$ cat src/rtl/irq_router_pkg.sv
package irq_router_pkg;
  // Bus-side event coding
  parameter int SLOT_W      = 5;
  parameter int PIN_W       = 2;
  // Internal line numbering
  parameter int LINE_W      = 8;
  parameter int LINE_BASE   = 32;
  parameter int NUM_LINES   = 32;
  // Routing table shape
  parameter int MULTI_SLOT  = 5;   // pins kept apart
  parameter int SOLO_SLOT_A = 6;   // all pins -> one line
  parameter int SOLO_OFS_A  = 4;
  parameter int SOLO_SLOT_B = 7;
  parameter int SOLO_OFS_B  = 5;
  parameter int ADDIN_FIRST = 8;   // rotating add-in slots
  parameter int ADDIN_COUNT = 5;
  parameter int ADDIN_OFS   = 6;

  localparam int IDX_W = (NUM_LINES > 1) ? $clog2(NUM_LINES) : 1;

  typedef struct packed {
    logic              vld;
    logic [LINE_W-1:0] num;
    logic              mapped;
  } line_rec_t;
endpackage

$ cat src/rtl/irq_slot_map.sv
// Combinational slot/pin -> internal line translation.
module irq_slot_map
  import irq_router_pkg::*;
#(
  parameter int P_SLOT_W      = SLOT_W,
  parameter int P_PIN_W       = PIN_W,
  parameter int P_LINE_W      = LINE_W,
  parameter int P_LINE_BASE   = LINE_BASE,
  parameter int P_MULTI_SLOT  = MULTI_SLOT,
  parameter int P_SOLO_SLOT_A = SOLO_SLOT_A,
  parameter int P_SOLO_OFS_A  = SOLO_OFS_A,
  parameter int P_SOLO_SLOT_B = SOLO_SLOT_B,
  parameter int P_SOLO_OFS_B  = SOLO_OFS_B,
  parameter int P_ADDIN_FIRST = ADDIN_FIRST,
  parameter int P_ADDIN_COUNT = ADDIN_COUNT,
  parameter int P_ADDIN_OFS   = ADDIN_OFS
) (
  input  logic [P_SLOT_W-1:0] slot,
  input  logic [P_PIN_W-1:0]  pin,
  output logic [P_LINE_W-1:0] line
);
  localparam logic [P_SLOT_W-1:0] MULTI_S  = P_SLOT_W'(P_MULTI_SLOT);
  localparam logic [P_SLOT_W-1:0] SOLO_A_S = P_SLOT_W'(P_SOLO_SLOT_A);
  localparam logic [P_SLOT_W-1:0] SOLO_B_S = P_SLOT_W'(P_SOLO_SLOT_B);
  localparam logic [P_LINE_W-1:0] BASE_L   = P_LINE_W'(P_LINE_BASE);
  localparam logic [P_LINE_W-1:0] SOLO_A_L = P_LINE_W'(P_LINE_BASE + P_SOLO_OFS_A);
  localparam logic [P_LINE_W-1:0] SOLO_B_L = P_LINE_W'(P_LINE_BASE + P_SOLO_OFS_B);

  logic [P_LINE_W-1:0] pin_ext;
  logic [P_LINE_W-1:0] pin_mod4;
  assign pin_ext  = P_LINE_W'(pin);
  assign pin_mod4 = pin_ext & P_LINE_W'(3);

  // One comparator and one adder per add-in slot
  logic [P_ADDIN_COUNT-1:0] addin_sel;
  logic [P_LINE_W-1:0]      addin_line [P_ADDIN_COUNT];

  for (genvar g = 0; g < P_ADDIN_COUNT; g++) begin : g_addin
    localparam logic [P_SLOT_W-1:0] ADD_S = P_SLOT_W'(P_ADDIN_FIRST + g);
    localparam logic [P_LINE_W-1:0] ADD_L = P_LINE_W'(P_LINE_BASE + P_ADDIN_OFS + g);
    assign addin_sel[g]  = (slot == ADD_S);
    assign addin_line[g] = ADD_L + pin_ext;
  end

  logic [P_LINE_W-1:0] addin_pick;
  always_comb begin
    addin_pick = '0;
    for (int k = 0; k < P_ADDIN_COUNT; k++) begin
      if (addin_sel[k]) addin_pick = addin_line[k];
    end
  end

  always_comb begin
    if (slot == MULTI_S)       line = BASE_L + pin_mod4;
    else if (slot == SOLO_A_S) line = SOLO_A_L;
    else if (slot == SOLO_B_S) line = SOLO_B_L;
    else if (|addin_sel)       line = addin_pick;
    else                       line = pin_ext;
  end
endmodule

$ cat src/rtl/irq_line_cfg.sv
// Window check on a line number and pick of its edge / polarity bits.
module irq_line_cfg
  import irq_router_pkg::*;
#(
  parameter int P_LINE_W    = LINE_W,
  parameter int P_LINE_BASE = LINE_BASE,
  parameter int P_NUM_LINES = NUM_LINES,
  localparam int L_IDX_W    = (P_NUM_LINES > 1) ? $clog2(P_NUM_LINES) : 1
) (
  input  logic [P_LINE_W-1:0]    line,
  input  logic [P_NUM_LINES-1:0] edge_mask,
  input  logic [P_NUM_LINES-1:0] pol_mask,
  output logic                   in_win,
  output logic                   edge_bit,
  output logic                   pol_bit
);
  localparam logic [P_LINE_W-1:0] BASE_L = P_LINE_W'(P_LINE_BASE);
  localparam logic [P_LINE_W-1:0] CNT_L  = P_LINE_W'(P_NUM_LINES);

  logic [P_LINE_W-1:0] ofs;
  logic [L_IDX_W-1:0]  idx;

  assign ofs    = line - BASE_L;
  assign in_win = (line >= BASE_L) && (ofs < CNT_L);
  assign idx    = ofs[L_IDX_W-1:0];

  always_comb begin
    edge_bit = 1'b0;
    pol_bit  = 1'b0;
    if (in_win) begin
      edge_bit = edge_mask[idx];
      pol_bit  = pol_mask[idx];
    end
  end
endmodule

$ cat src/rtl/irq_cpu_drive.sv
// Registered outputs: routed line record and the CPU interrupt wire.
module irq_cpu_drive
  import irq_router_pkg::*;
#(
  parameter int P_LINE_W = LINE_W
) (
  input  logic                clk,
  input  logic                rst,
  input  logic                evt_vld,
  input  logic [P_LINE_W-1:0] line,
  input  logic                in_win,
  input  logic                edge_bit,
  input  logic                pol_bit,
  output logic                line_vld,
  output logic [P_LINE_W-1:0] line_num,
  output logic                line_mapped,
  output logic                cpu_irq
);
  // Resting level of the wire when no pulse is active
  logic rest_q;
  logic act;

  assign act = evt_vld && in_win;

  always_ff @(posedge clk) begin
    if (rst) begin
      line_vld    <= 1'b0;
      line_num    <= '0;
      line_mapped <= 1'b0;
    end else begin
      line_vld <= evt_vld;
      if (evt_vld) begin
        line_num    <= line;
        line_mapped <= in_win;
      end
    end
  end

  always_ff @(posedge clk) begin
    if (rst) begin
      rest_q  <= 1'b0;
      cpu_irq <= 1'b0;
    end else if (act && edge_bit) begin
      rest_q  <= 1'b0;     // pulse then fall back low
      cpu_irq <= 1'b1;
    end else if (act) begin
      rest_q  <= pol_bit;
      cpu_irq <= pol_bit;
    end else begin
      cpu_irq <= rest_q;
    end
  end
endmodule

$ cat src/rtl/irq_router.sv
module irq_router
  import irq_router_pkg::*;
(
  input  logic                 clk,
  input  logic                 rst,
  input  logic                 evt_vld,
  input  logic [SLOT_W-1:0]    evt_slot,
  input  logic [PIN_W-1:0]     evt_pin,
  input  logic [NUM_LINES-1:0] edge_mask,
  input  logic [NUM_LINES-1:0] pol_mask,
  output logic                 line_vld,
  output logic [LINE_W-1:0]    line_num,
  output logic                 line_mapped,
  output logic                 cpu_irq
);
  logic [LINE_W-1:0] line_c;
  logic              in_win_c;
  logic              edge_c;
  logic              pol_c;

  irq_slot_map u_map (
    .slot (evt_slot),
    .pin  (evt_pin),
    .line (line_c)
  );

  irq_line_cfg u_cfg (
    .line      (line_c),
    .edge_mask (edge_mask),
    .pol_mask  (pol_mask),
    .in_win    (in_win_c),
    .edge_bit  (edge_c),
    .pol_bit   (pol_c)
  );

  irq_cpu_drive u_drv (
    .clk         (clk),
    .rst         (rst),
    .evt_vld     (evt_vld),
    .line        (line_c),
    .in_win      (in_win_c),
    .edge_bit    (edge_c),
    .pol_bit     (pol_c),
    .line_vld    (line_vld),
    .line_num    (line_num),
    .line_mapped (line_mapped),
    .cpu_irq     (cpu_irq)
  );
endmodule

$ cat config.mk
export PLATFORM = sky130hd
export DESIGN_NAME = irq_router
export DESIGN_NICKNAME = d
export VERILOG_FILES = /design/src/rtl/irq_router_pkg.sv /design/src/rtl/irq_slot_map.sv /design/src/rtl/irq_line_cfg.sv /design/src/rtl/irq_cpu_drive.sv /design/src/rtl/irq_router.sv
export SDC_FILE = /design/constraint.sdc
export NUM_CORES = 1
export LEC_CHECK = 0
export BUFFER_PORTS_ARGS = -buffer_cell sky130_fd_sc_hd__buf_2
export CORE_MARGIN = 2
export CORE_UTILIZATION = 39
export DETAILED_ROUTE_END_ITERATION = 12
export GPL_TIMING_DRIVEN = 0
export PLACE_DENSITY_LB_ADDON = 0.3
export SKIP_CTS_REPAIR_TIMING = 1
export SLEW_MARGIN = 20
export SYNTH_ARGS = -nofsm -noshare
export SYNTH_HDL_FRONTEND = slang
export SYNTH_SLANG_ARGS = --single-unit
$ cat constraint.sdc
create_clock -name clk -period 2.7 [get_ports clk]
set_input_delay 0.135 -clock clk [delete_from_list [all_inputs] [get_ports clk]]
set_output_delay 0.135 -clock clk [all_outputs]
set_load 0.05 [all_outputs]
==> load_flow_metrics.sql, run 1 <==
INSERT INTO impl_metrics (metric_group, metric, value, unit) VALUES
('cts', 'clock_tree.buffer_depth', '2', ''),
('setup_path', 'crit_path_slowest_cell', 'sky130_fd_sc_hd__ha_1', ''),
('logic_synthesis', 'number_of_register_bits_inferred_by_synthesis', '8', ''),
('floorplan', 'die_area', '3150', 'um^2'),
('timing', 'slew-limit-headroom', '60.3', '%'),
('cts', 'cts.htree.levels', '1', ''),
('power_and_ir_drop', 'power.switching_fraction', '37.9', '%'),
('floorplan', 'top_level_ports', '85', ''),
('power_and_ir_drop', 'power.share.combinational', '51.1', '%'),
('logic_synthesis', 'synth_enable_flop_cells', '0', ''),
('final_layout', 'post-route-cell-area', '1350', 'um^2'),
('logic_synthesis', 'syn-cell-area', '1060', 'um^2'),
('timing', 'achievable-frequency', '0.497', 'GHz'),
('grt', 'first_global_vias', '1072', ''),
('place', 'placed_area', '1330', 'um^2'),
('logic_synthesis', 'synth_cell_type_count', '55', ''),
('timing', 'finalSetupTns', '0', 'ns'),
('logic_synthesis', 'post_synth_mux_area_share', '14.7', '%'),
('timing', 'layout_worst_path_cycle_share', '74.5', '%'),
('power_and_ir_drop', 'power_density', '325', 'nW/um^2'),
('final_layout', 'num-fill-cells', '251', ''),
('logic_synthesis', 'asyncSetResetFlopFracSynth', '0', '%'),
('timing', 'rsz0062_at_grt', 'false', ''),
('setup_path', 'critPathMaxStageDelay', '0.29', 'ns'),
('setup_path', 'cp_cell_sequence', 'buf_2, inv_1, ha_1, mux2i_1, xnor2_1, a22o_1, or2_0, clkbuf_1, o211ai_1, a31oi_1, a22oi_1', ''),
('hold_path', 'hp-class', 'in2reg', ''),
('final_layout', 'fraction_of_layout_instances_using_a_drive_strength_above_1', '43.4', '%'),
('setup_path', 'setup.worst_path.end_class', 'register', ''),
('timing', 'finalSetupViolations', '0', ''),
('logic_synthesis', 'synth_xor_area_share', '2.48', '%'),
('cts', 'cts_num_sinks', '8', ''),
('final_layout', 'antenna_cells', '0', ''),
('drt', 'drcViolationCount', '0', ''),
('cts', 'insertion_delay', '0.25', 'ns'),
('place', 'hpwlAfterDp', '2170', 'um'),
('logic_synthesis', 'synth.yosys.seq_area_share', '15.1', '%'),
('floorplan', 'initial_utilization', '42.1', '%'),
('drt', 'vias', '1139', ''),
('timing', 'finalHoldViolCount', '0', ''),
('timing', 'worst-slew-pin-transition', '0.591', 'ns'),
('cts', 'cts_made_buffers', '3', ''),
('grt', 'antenna_violations_before_repair', '0', ''),
('grt', 'grt_overflow_total', '0', ''),
('logic_synthesis', 'synthesis.area_per_instance', '8.49', 'um^2'),
('place', 'io_buffer_count', '45', ''),
('timing', 'timing_max_transition_violations_final', '0', ''),
('power_and_ir_drop', 'max-vdd-ir-drop', '0.285', 'mV'),
('drt', 'vias_per_cell', '5.56', ''),
('hold_path', 'worst_hold_startpoint', 'evt_vld', ''),
('logic_synthesis', 'synthFlopType', 'sky130_fd_sc_hd__dfxtp_1', ''),
('power_and_ir_drop', 'p_int', '0.273', 'mW'),
('setup_path', 'timing.setup.critical_path_class', 'in2reg', ''),
('power_and_ir_drop', 'seq_power_share', '28.8', '%'),
('drt', 'wirelength', '2660', 'um'),
('final_layout', 'final_nets', '253', ''),
('grt', 'global_route_wire_length_before_repair', '4470', 'um'),
('timing', 'fin_crit', '2.01', 'ns'),
('logic_synthesis', 'yosysWarnings', '0', ''),
('logic_synthesis', 'synth_top_family_by_area', 'compound AO/OA/AOI/OAI gates', ''),
('setup_path', 'critical_path.max_fanout', '6', ''),
('logic_synthesis', 'synthesized_instance_count', '125', ''),
('setup_path', 'crit_path_start', 'evt_pin[0]', ''),
('grt', 'grt_start_max_net_pins', '11', ''),
('setup_path', 'worstSetupStartpointType', 'input pin', ''),
('cts', 'cts-root-buf', 'sky130_fd_sc_hd__clkbuf_4', ''),
('drt', 'detail_route.iter0.violations', '27', ''),
('flow_run', 'max-cap-violations', '0', ''),
('setup_path', 'worst-endpoint-required', '2.80', 'ns'),
('outcome', 'outcome', 'completed', ''),
('power_and_ir_drop', 'power_switching', '0.167', 'mW'),
('drt', 'detail_route.wl_per_cell', '13.0', 'um');
-- layout make-up --
type	instances	area, um^2	area share (%)
repair buffers	45	225	16.6
well taps	30	37.5	2.77
multi-input cells	98	786	58.0
inverters	9	33.8	2.50
clock buffers	3	22.5	1.66
plain buffers	12	88.8	6.56
flip-flops and latches	8	160	11.8
-- final timing paths --
check,endpoint,cells past startpoint
max,u_drv.rest_q,11
min,u_drv.line_num[0],3
max reg2reg,u_drv.rest_q,3
min reg2reg,u_drv.line_num[1],2
-- critical path, delay by kind of cell --
| family | cells | cell delay [ns] |
|---|---|---|
| simple gates | 1 | 0.13 |
| xor+xnor | 1 | 0.14 |
| mux | 1 | 0.16 |
| compound gates | 4 | 0.74 |
| fa+ha+maj | 1 | 0.29 |
| buf+inv | 3 | 0.52 |
-- registers in the layout, summed over array words and instances, names as in the netlist --
signal and count:
u_drv.cpu_irq 1, u_drv.line_mapped 1, u_drv.line_num 4, u_drv.line_vld 1
u_drv.rest_q 1
-- Yosys cell counts, types with 2 or more instances --
master / instances / share of area (%)
sky130_fd_sc_hd__clkbuf_1: 2 / 0.71
sky130_fd_sc_hd__nor2_1: 12 / 4.2
sky130_fd_sc_hd__dfxtp_1: 8 / 15
sky130_fd_sc_hd__nand2_1: 2 / 0.71
sky130_fd_sc_hd__nand3b_1: 2 / 1.4
sky130_fd_sc_hd__nand2b_1: 3 / 1.8
sky130_fd_sc_hd__mux2i_1: 7 / 6.6
sky130_fd_sc_hd__xnor2_1: 2 / 1.7
sky130_fd_sc_hd__a21oi_1: 5 / 2.4
sky130_fd_sc_hd__buf_2: 2 / 0.94
sky130_fd_sc_hd__o211ai_2: 2 / 2.4
sky130_fd_sc_hd__nand4_1: 6 / 3.5
sky130_fd_sc_hd__nor4_1: 2 / 1.2
sky130_fd_sc_hd__buf_6: 3 / 3.2
sky130_fd_sc_hd__o2111ai_1: 3 / 2.5
sky130_fd_sc_hd__inv_1: 9 / 3.2
sky130_fd_sc_hd__mux2_2: 2 / 2.1
sky130_fd_sc_hd__mux2_4: 2 / 2.8
sky130_fd_sc_hd__buf_4: 5 / 3.5
sky130_fd_sc_hd__o21ai_2: 2 / 1.7
sky130_fd_sc_hd__o211ai_1: 5 / 3.5
sky130_fd_sc_hd__o21ai_0: 3 / 1.4
sky130_fd_sc_hd__a22oi_1: 3 / 2.1
sky130_fd_sc_hd__ha_1: 2 / 2.4
-- stage by stage --
stage	setup slack [ns]	hold slack (ns)	power (mW)	instances
final	0.688	0.163	0.441	205
after floorplan	0.768	0.287	0.295	127
after global placement	0.497	0.406	0.349	202
after global routing	0.435	0.189	0.472	205
after detailed placement	0.447	0.414	0.354	202
after CTS	0.713	0.155	0.444	205
-- layer usage --
metal	track usage, %	share of wire (%)	vias up
met2	30.6	49	42
met1	20.2	43	527
met4	4.08	1.1	0
met3	3.95	6.2	4
met5	0	0	-
li1	-	-	566
-- power by group through the flow --
stage	sequential (mW)	combinational (mW)	clock, mW
after floorplan	0.149	0.146	0
after global placement	0.129	0.220	0
after detailed placement	0.129	0.225	0
after CTS	0.127	0.225	0.0922
after global routing	0.127	0.245	0.100
final	0.127	0.225	0.0884
-- placed cells by master, fill, tap and decap left out, types with 2 or more instances in the layout --
master,Yosys,routed
sky130_fd_sc_hd__buf_2,2,47
sky130_fd_sc_hd__nor2_1,12,12
sky130_fd_sc_hd__inv_1,9,9
sky130_fd_sc_hd__dfxtp_1,8,8
sky130_fd_sc_hd__mux2i_1,7,7
sky130_fd_sc_hd__nand4_1,6,6
sky130_fd_sc_hd__buf_4,5,5
sky130_fd_sc_hd__a21oi_1,5,5
sky130_fd_sc_hd__o211ai_1,5,5
sky130_fd_sc_hd__a22oi_1,3,3
sky130_fd_sc_hd__o21ai_0,3,3
sky130_fd_sc_hd__buf_6,3,3
sky130_fd_sc_hd__nand2b_1,3,3
sky130_fd_sc_hd__o2111ai_1,3,3
sky130_fd_sc_hd__conb_1,1,3
sky130_fd_sc_hd__clkbuf_4,0,3
sky130_fd_sc_hd__clkbuf_1,2,2
sky130_fd_sc_hd__nand2_1,2,2
sky130_fd_sc_hd__xnor2_1,2,2
sky130_fd_sc_hd__nand3b_1,2,2
sky130_fd_sc_hd__mux2_4,2,2
sky130_fd_sc_hd__o21ai_2,2,2
sky130_fd_sc_hd__mux2_2,2,2
sky130_fd_sc_hd__nor4_1,2,2
sky130_fd_sc_hd__o211ai_2,2,2
sky130_fd_sc_hd__ha_1,2,2
-- kinds of logic after synthesis --
family	count (synthesis)
simple gates	39
compound gates	38
buf+inv	21
mux	13
flops	8
xor+xnor	3
fa+ha+maj	2
other cells	1
Power figures use the tool's default switching activity.
==> run 2, diff against run 1 <==
clock period = 2.09 ns   (was 2.7 ns; I/O delays follow)
==> run 2 against run 1 <==
Net effect: global-route usage is the same; non-clock buffer count unchanged; worst setup slack got worse by 0.50 ns; die area unchanged; cell count unchanged; worst hold slack lost 0.036 ns; sequential share of layout area fell by 0.12 points; critical path type unchanged.
==> load_flow_metrics.sql, run 2 (same netlist as run 1, synthesis figures left out) <==
INSERT INTO impl_metrics (metric_group, metric, value, unit) VALUES
('floorplan', 'placement_rows', '18', ''),
('setup_path', 'timing.setup.critical_path_class', 'in2reg', ''),
('cts', 'tritoncts', 'done', ''),
('setup_path', 'worst-endpoint-required', '2.26', 'ns'),
('grt', 'grt_overflow_total', '0', ''),
('drt', 'detail_route.iter0.violations', '25', ''),
('power_and_ir_drop', 'power_density', '420', 'nW/um^2'),
('timing', 'finalSetupViolations', '0', ''),
('timing', 'finClkSkew', '0.000170', 'ns'),
('drt', 'dr.pass1.iters', '4', ''),
('cts', 'cts_num_sinks', '8', ''),
('floorplan', 'die_area', '3150', 'um^2'),
('final_layout', 'post-route-util', '54.2', '%'),
('setup_path', 'crit_path_slowest_cell', 'sky130_fd_sc_hd__a311o_2', ''),
('timing', 'hold-worst-slack', '0.127', 'ns'),
('setup_path', 'setup.worst_path.end_class', 'register', ''),
('setup_path', 'cp_cell_sequence', 'buf_2, inv_1, ha_1, mux2_1, nand3b_1, a311o_2, mux2i_1, a311oi_1, a31oi_2, a22oi_1', ''),
('cts', 'cts-root-buf', 'sky130_fd_sc_hd__clkbuf_4', ''),
('drt', 'detail_route.wl_per_cell', '13.0', 'um'),
('floorplan', 'top_level_ports', '85', ''),
('power_and_ir_drop', 'clockPowerShare', '20.0', '%'),
('grt', 'gr-usage-all-layers', '17.0', '%'),
('final_layout', 'largest_register_ff_count', '4', ''),
('grt', 'first_global_vias', '1072', ''),
('power_and_ir_drop', 'power_switching', '0.219', 'mW'),
('timing', 'timing_max_transition_violations_final', '0', ''),
('place', 'io_buffer_count', '45', ''),
('cts', 'clock_tree.buffer_depth', '2', ''),
('setup_path', 'crit_buf_inv', '2', ''),
('drt', 'wirelength', '2670', 'um'),
('power_and_ir_drop', 'p_leak', '0.662', 'nW'),
('cts', 'cts_made_buffers', '3', ''),
('outcome', 'outcome', 'completed', ''),
('final_layout', 'areaGrowthSynthToFinish', '28.9', '%'),
('setup_path', 'worstSetupStartpointType', 'input pin', ''),
('power_and_ir_drop', 'max-vdd-ir-drop', '0.370', 'mV'),
('setup_path', 'critical_path.max_fanout', '6', ''),
('hold_path', 'hp-class', 'in2reg', ''),
('setup_path', 'arrival', '2.07', 'ns'),
('grt', 'antenna_violations_before_repair', '0', ''),
('final_layout', 'layout.cells.most_common_list', 'sky130_fd_sc_hd__buf_2, sky130_fd_sc_hd__nor2_1, sky130_fd_sc_hd__inv_1', ''),
('cts', 'insertion_delay', '0.25', 'ns'),
('floorplan', 'initial_utilization', '42.1', '%'),
('power_and_ir_drop', 'power.switching_fraction', '38.1', '%'),
('drt', 'vias_per_cell', '5.59', ''),
('power_and_ir_drop', 'power.share.combinational', '51.5', '%'),
('final_layout', 'fraction_of_layout_instances_using_a_drive_strength_above_1', '45.1', '%'),
('place', 'hpwlAfterDp', '2170', 'um'),
('timing', 'slew-limit-headroom', '57.0', '%'),
('timing', 'achievable-frequency', '0.525', 'GHz'),
('timing', 'worst-slew-pin-transition', '0.640', 'ns'),
('flow_run', 'max-cap-violations', '0', ''),
('power_and_ir_drop', 'p_int', '0.355', 'mW'),
('grt', 'global_route_wire_length_before_repair', '4470', 'um'),
('cts', 'worst_path_clk_slew', '0.05', 'ns'),
('floorplan', 'core_region_area', '2520', 'um^2'),
('grt', 'grt_start_max_net_pins', '11', ''),
('power_and_ir_drop', 'seq_power_share', '28.5', '%'),
('setup_path', 'critPathMaxStageDelay', '0.45', 'ns'),
('drt', 'drcViolationCount', '0', ''),
('cts', 'cts.htree.levels', '1', ''),
('drt', 'final_antenna_net_count', '0', ''),
('floorplan', 'die_w', '56.2', 'um'),
('drt', 'vias', '1146', ''),
('final_layout', 'layout.cells.most_common', 'sky130_fd_sc_hd__buf_2', ''),
('floorplan', 'dieHeight', '56.2', 'um'),
('place', 'finalWeightedCongestion', '0.857', ''),
('setup_path', 'timing.critical_path.max_delay_family', 'compound AO/OA/AOI/OAI gates', ''),
('timing', 'finalHoldViolCount', '0', ''),
('final_layout', 'antenna_cells', '0', ''),
('final_layout', 'final_nets', '253', ''),
('final_layout', 'top_register', 'u_drv.line_num', ''),
('timing', 'rsz0062_at_grt', 'false', ''),
('timing', 'fin_crit', '1.90', 'ns'),
('timing', 'layout_worst_path_cycle_share', '91.1', '%');
## run 2: stage by stage
stage          setup slack [ns]  instance area (um^2)  power, mW  instances  TNS [ns]
5_1_grt                  0.0562                  1370      0.614        205         0
3_3_place_gp            -0.0830                  1330      0.451        202    -0.148
2_1_floorplan             0.189                  1070      0.380        127         0
4_1_cts                   0.133                  1350      0.574        205         0
6_report                  0.187                  1370      0.574        205         0
3_5_place_dp             -0.133                  1330      0.457        202    -0.250
## run 2: final timing paths
check | start | to | slack [ns] | cells after the start
worst max-delay path | evt_pin[0] | u_drv.rest_q | 0.19 | 10
worst min-delay path | evt_vld | u_drv.line_num[0] | 0.13 | 3
worst max register to register | u_drv.rest_q | u_drv.rest_q | 1.19 | 3
worst min register to register | u_drv.line_num[1] | u_drv.line_num[1] | 0.48 | 2
## run 2: area by class of cell
class | count | area, um^2
Multi-Input combinational cell | 98 | 798
Timing Repair Buffer | 45 | 225
Buffer | 12 | 90.1
Sequential cell | 8 | 160
Clock buffer | 3 | 22.5
Fill cell | 247 | 1150
Tap cell | 30 | 37.5
Inverter | 9 | 33.8
## run 2: routing by layer
layer  routed length, um  global-route usage [%]  vias to the layer above  part of all wire [%]
met5                   0                       0                        -                     0
met2                1310                    30.6                       46                    49
met3                 164                    3.95                        4                   6.1
li1                    -                       -                      564                     -
met4                  27                    4.08                        0                   1.0
met1                1170                    20.2                      532                    44
## run 2: worst min-delay path: cells and delay by family
| family | cells | cell delay (ns) |
|---|---|---|
| mux | 1 | 0.07 |
| simple gates | 1 | 0.07 |
| buf+inv | 1 | 0.10 |
## run 2: power groups by stage
stage                     logic [mW]  registers (mW)  clock network [mW]
after global routing           0.320           0.165               0.129
after global placement         0.284           0.167                   0
final                          0.296           0.164               0.115
after CTS                      0.291           0.164               0.119
after floorplan                0.188           0.192                   0
after detailed placement       0.290           0.167                   0
==> run 3, diff against run 2 <==
CORE_UTILIZATION = 43   (was 39)
SYNTH_HIERARCHICAL = 1   (was default)
==> run 3 against run 2 <==
Net effect: the run now ends with negative setup slack left; die area up 14%; combinational power up 39%; core utilization up 11 points; global-route usage up 1.4 points; area after synthesis up 27%; clock skew about the same; first-iteration DRC count up 24%; sequential share of layout area up 0.43 points; synthesized cell count up 1.6%; largest power group unchanged.
==> load_flow_metrics.sql, run 3 <==
INSERT INTO impl_metrics (metric_group, metric, value, unit) VALUES
('timing', 'finClkSkew', '0.000621', 'ns'),
('timing', 'slew-limit-headroom', '50.6', '%'),
('drt', 'routed-wl-met2', '1830', 'um'),
('floorplan', 'die_area', '3600', 'um^2'),
('setup_path', 'setup.reg_to_reg.worst_slack', '1.38', 'ns'),
('place', 'finalWeightedCongestion', '0.838', ''),
('drt', 'final_antenna_net_count', '0', ''),
('setup_path', 'worst_r2r_path_depth', '2', ''),
('grt', 'global_route_wire_length_before_repair', '5010', 'um'),
('final_layout', 'top_register', 'u_drv/line_num', ''),
('logic_synthesis', 'fraction_of_synthesized_cell_area_taken_by_the_top_area_cell_type', '17.8', '%'),
('floorplan', 'placement_rows', '20', ''),
('drt', 'dr.pass1.iters', '4', ''),
('setup_path', 'critical_path.max_fanout', '5', ''),
('cts', 'cts-root-buf', 'sky130_fd_sc_hd__clkbuf_4', ''),
('logic_synthesis', 'synth_cell_type_count', '40', ''),
('cts', 'insertion_delay', '0.27', 'ns'),
('drt', 'drcViolationCount', '0', ''),
('drt', 'detail_route.wl_per_cell', '13.1', 'um'),
('timing', 'layout_worst_path_cycle_share', '116', '%'),
('cts', 'cts_made_buffers', '3', ''),
('setup_path', 'worst-endpoint-required', '2.23', 'ns'),
('drt', 'wl_met1', '1470', 'um'),
('hold_path', 'holdPathStages', '2', ''),
('logic_synthesis', 'synthTopCellsByCount', 'sky130_fd_sc_hd__mux2i_1, sky130_fd_sc_hd__dfxtp_1, sky130_fd_sc_hd__nor2_1', ''),
('timing', 'rsz0062_at_grt', 'true', ''),
('floorplan', 'dieHeight', '60.0', 'um'),
('timing', 'timing_max_transition_violations_final', '0', ''),
('outcome', 'violations', 'negative setup slack', ''),
('logic_synthesis', 'asyncSetResetFlopFracSynth', '0', '%'),
('grt', 'antenna_violations_before_repair', '0', ''),
('timing', 'fin_crit', '2.43', 'ns'),
('final_layout', 'post-route-util', '65.4', '%'),
('hold_path', 'min_delay_worst_endpoint', 'u_drv/line_vld', ''),
('floorplan', 'die_w', '60.0', 'um'),
('drt', 'vias', '1363', ''),
('timing', 'layout_setup_ws', '-0.340', 'ns'),
('power_and_ir_drop', 'max-vdd-ir-drop', '0.265', 'mV'),
('place', 'hpwlAfterDp', '2820', 'um'),
('final_layout', 'layout.cells.most_common_list', 'sky130_fd_sc_hd__buf_2, sky130_fd_sc_hd__mux2i_1, sky130_fd_sc_hd__buf_4, sky130_fd_sc_hd__nor2_1, sky130_fd_sc_hd__dfxtp_1', ''),
('logic_synthesis', 'synth.yosys.seq_area_share', '17.8', '%'),
('setup_path', 'worstSetupStartpointType', 'input pin', ''),
('floorplan', 'initial_utilization', '44.5', '%'),
('setup_path', 'arrival', '2.57', 'ns'),
('setup_path', 'r2r_start', 'u_drv/rest_q', ''),
('grt', 'gr-usage-all-layers', '18.4', '%'),
('place', 'io_buffer_count', '79', ''),
('logic_synthesis', 'synthFlopType', 'sky130_fd_sc_hd__dfxtp_1', ''),
('final_layout', 'fraction_of_layout_instances_using_a_drive_strength_above_1', '55.4', '%'),
('final_layout', 'antenna_cells', '0', ''),
('timing', 'finalHoldViolCount', '0', ''),
('timing', 'achievable-frequency', '0.412', 'GHz'),
('drt', 'wirelength', '3500', 'um'),
('final_layout', 'final_cells', '266', ''),
('cts', 'cts_num_sinks', '12', ''),
('logic_synthesis', 'number_of_register_bits_inferred_by_synthesis', '12', ''),
('flow_run', 'max-cap-violations', '0', ''),
('power_and_ir_drop', 'p_leak', '0.976', 'nW'),
('drt', 'top_signal_layer_used', 'met4', ''),
('floorplan', 'top_level_ports', '85', ''),
('grt', 'grt_overflow_total', '0', ''),
('floorplan', 'core_region_area', '3030', 'um^2'),
('setup_path', 'setup.worst_path.end_class', 'register', ''),
('timing', 'finalSetupTns', '-0.645', 'ns'),
('grt', 'first_global_vias', '1179', ''),
('hold_path', 'worst_hold_startpoint', 'rst', ''),
('power_and_ir_drop', 'power_density', '421', 'nW/um^2'),
('timing', 'worst-slew-pin-transition', '0.739', 'ns'),
('final_layout', 'layout.cells.most_common', 'sky130_fd_sc_hd__buf_2', ''),
('final_layout', 'largest_register_ff_count', '8', ''),
('logic_synthesis', 'largest_cells_by_area_after_synthesis', 'sky130_fd_sc_hd__dfxtp_1, sky130_fd_sc_hd__mux4_1, sky130_fd_sc_hd__mux2i_1', ''),
('setup_path', 'timing.rr.end', 'u_drv/rest_q', ''),
('logic_synthesis', 'synth_enable_flop_cells', '0', ''),
('place', 'preCtsSetupSlack', '-1.16', 'ns'),
('logic_synthesis', 'synth_most_common_cell', 'sky130_fd_sc_hd__mux2i_1', ''),
('timing', 'finalSetupViolations', '2', ''),
('drt', 'detail_route.iter0.violations', '31', ''),
('final_layout', 'areaGrowthSynthToFinish', '46.9', '%'),
('cts', 'clock_tree.buffer_depth', '2', ''),
('logic_synthesis', 'syn-cell-area', '1350', 'um^2'),
('logic_synthesis', 'synthesis.area_per_instance', '10.6', 'um^2'),
('drt', 'vias_per_cell', '5.12', ''),
('logic_synthesis', 'yosysWarnings', '6', ''),
('place', 'numPlacedInstances', '252', ''),
('logic_synthesis', 'synthesized_instance_count', '127', ''),
('setup_path', 'timing.setup.critical_path_class', 'in2reg', ''),
('cts', 'tritoncts', 'done', ''),
('cts', 'worst_path_clk_slew', '0.07', 'ns'),
('drt', 'routed-wl-met3', '165', 'um'),
('cts', 'cts.htree.levels', '1', ''),
('hold_path', 'hp-class', 'in2reg', ''),
('logic_synthesis', 'synth_largest_area_cell', 'sky130_fd_sc_hd__dfxtp_1', ''),
('outcome', 'outcome', 'complete, but fails checks', ''),
('final_layout', 'final_nets', '300', ''),
('grt', 'grt_start_max_net_pins', '11', '');
-- run 3: changes by cell type after synthesis, sizes merged, moves of 5 or more --
| cell | before | now |
|---|---|---|
| mux4 | 1 | 16 |
| mux2i | 7 | 18 |
| nand4 | 6 | 0 |
| o211ai | 7 | 1 |
| mux2 | 5 | 0 |
-- run 3: per-layer routing --
| metal | track usage (%) | vias up |
|---|---|---|
| li1 | - | 675 |
| met3 | 4.11 | 4 |
| met1 | 24.1 | 641 |
| met2 | 31.1 | 43 |
| met5 | 0 | - |
| met4 | 4.13 | 0 |
-- run 3: stage by stage --
step / instance area, um^2 / hold WS, ns / power (mW)
after global placement: 1830 / 0.307 / 0.616
after global routing: 1980 / 0.0245 / 0.887
after floorplan: 1380 / 0.174 / 0.513
final: 1980 / 0.0325 / 0.833
after detailed placement: 1830 / 0.308 / 0.623
after CTS: 1870 / 0.0191 / 0.807
-- run 3: layout make-up --
cell class,count,area [um^2]
clock buffers,4,36.3
repair buffers,89,499
plain buffers,14,125
flip-flops and latches,12,240
inverters,5,33.8
fillers,273,1050
well taps,44,55.1
multi-input cells,98,990
-- run 3: kinds of logic (layout without fill, tap and decap cells) --
group | Yosys count | in the layout | share of synthesized area, %
compound gates | 25 | 25 | 12.5
xor+xnor | 3 | 3 | 1.95
fa+ha+maj | 3 | 3 | 2.79
buf+inv | 19 | 112 | 10.7
flops | 12 | 12 | 17.8
mux | 34 | 34 | 42.3
other cells | 1 | 3 | 0.278
simple gates | 30 | 30 | 11.6
-- run 3: how the worst max path moves through the flow --
stage / start / slack [ns] / endpoint / cells after the start
final: evt_pin[0] / -0.34 / u_drv/cpu_irq / 15
after global routing: evt_pin[0] / -0.50 / u_drv/cpu_irq / 15
after CTS: evt_pin[1] / -0.87 / u_drv/cpu_irq / 13
after detailed placement: evt_pin[1] / -1.16 / u_drv/cpu_irq / 13
after global placement: evt_pin[1] / -1.12 / u_drv/cpu_irq / 13
after floorplan: evt_pin[1] / -0.30 / u_drv/cpu_irq / 14
-- run 3: report_power, final --
group	switching [mW]	internal [mW]
Sequential	0.00494	0.239
Combinational	0.184	0.227
Clock	0.0731	0.106
-- run 3: critical path, stage by stage --
cell and delay, ns:
sky130_fd_sc_hd__buf_8 0.10, sky130_fd_sc_hd__inv_4 0.05, sky130_fd_sc_hd__ha_4 0.18, sky130_fd_sc_hd__mux2i_1 0.19, sky130_fd_sc_hd__xor2_1 0.20, sky130_fd_sc_hd__o31ai_1 0.09
sky130_fd_sc_hd__a21oi_1 0.21, sky130_fd_sc_hd__buf_6 0.16, sky130_fd_sc_hd__buf_12 0.11, sky130_fd_sc_hd__mux4_2 0.49, sky130_fd_sc_hd__mux2i_1 0.15, sky130_fd_sc_hd__a22oi_1 0.09
sky130_fd_sc_hd__and3_1 0.18, sky130_fd_sc_hd__o211ai_1 0.17, sky130_fd_sc_hd__a21oi_1 0.09
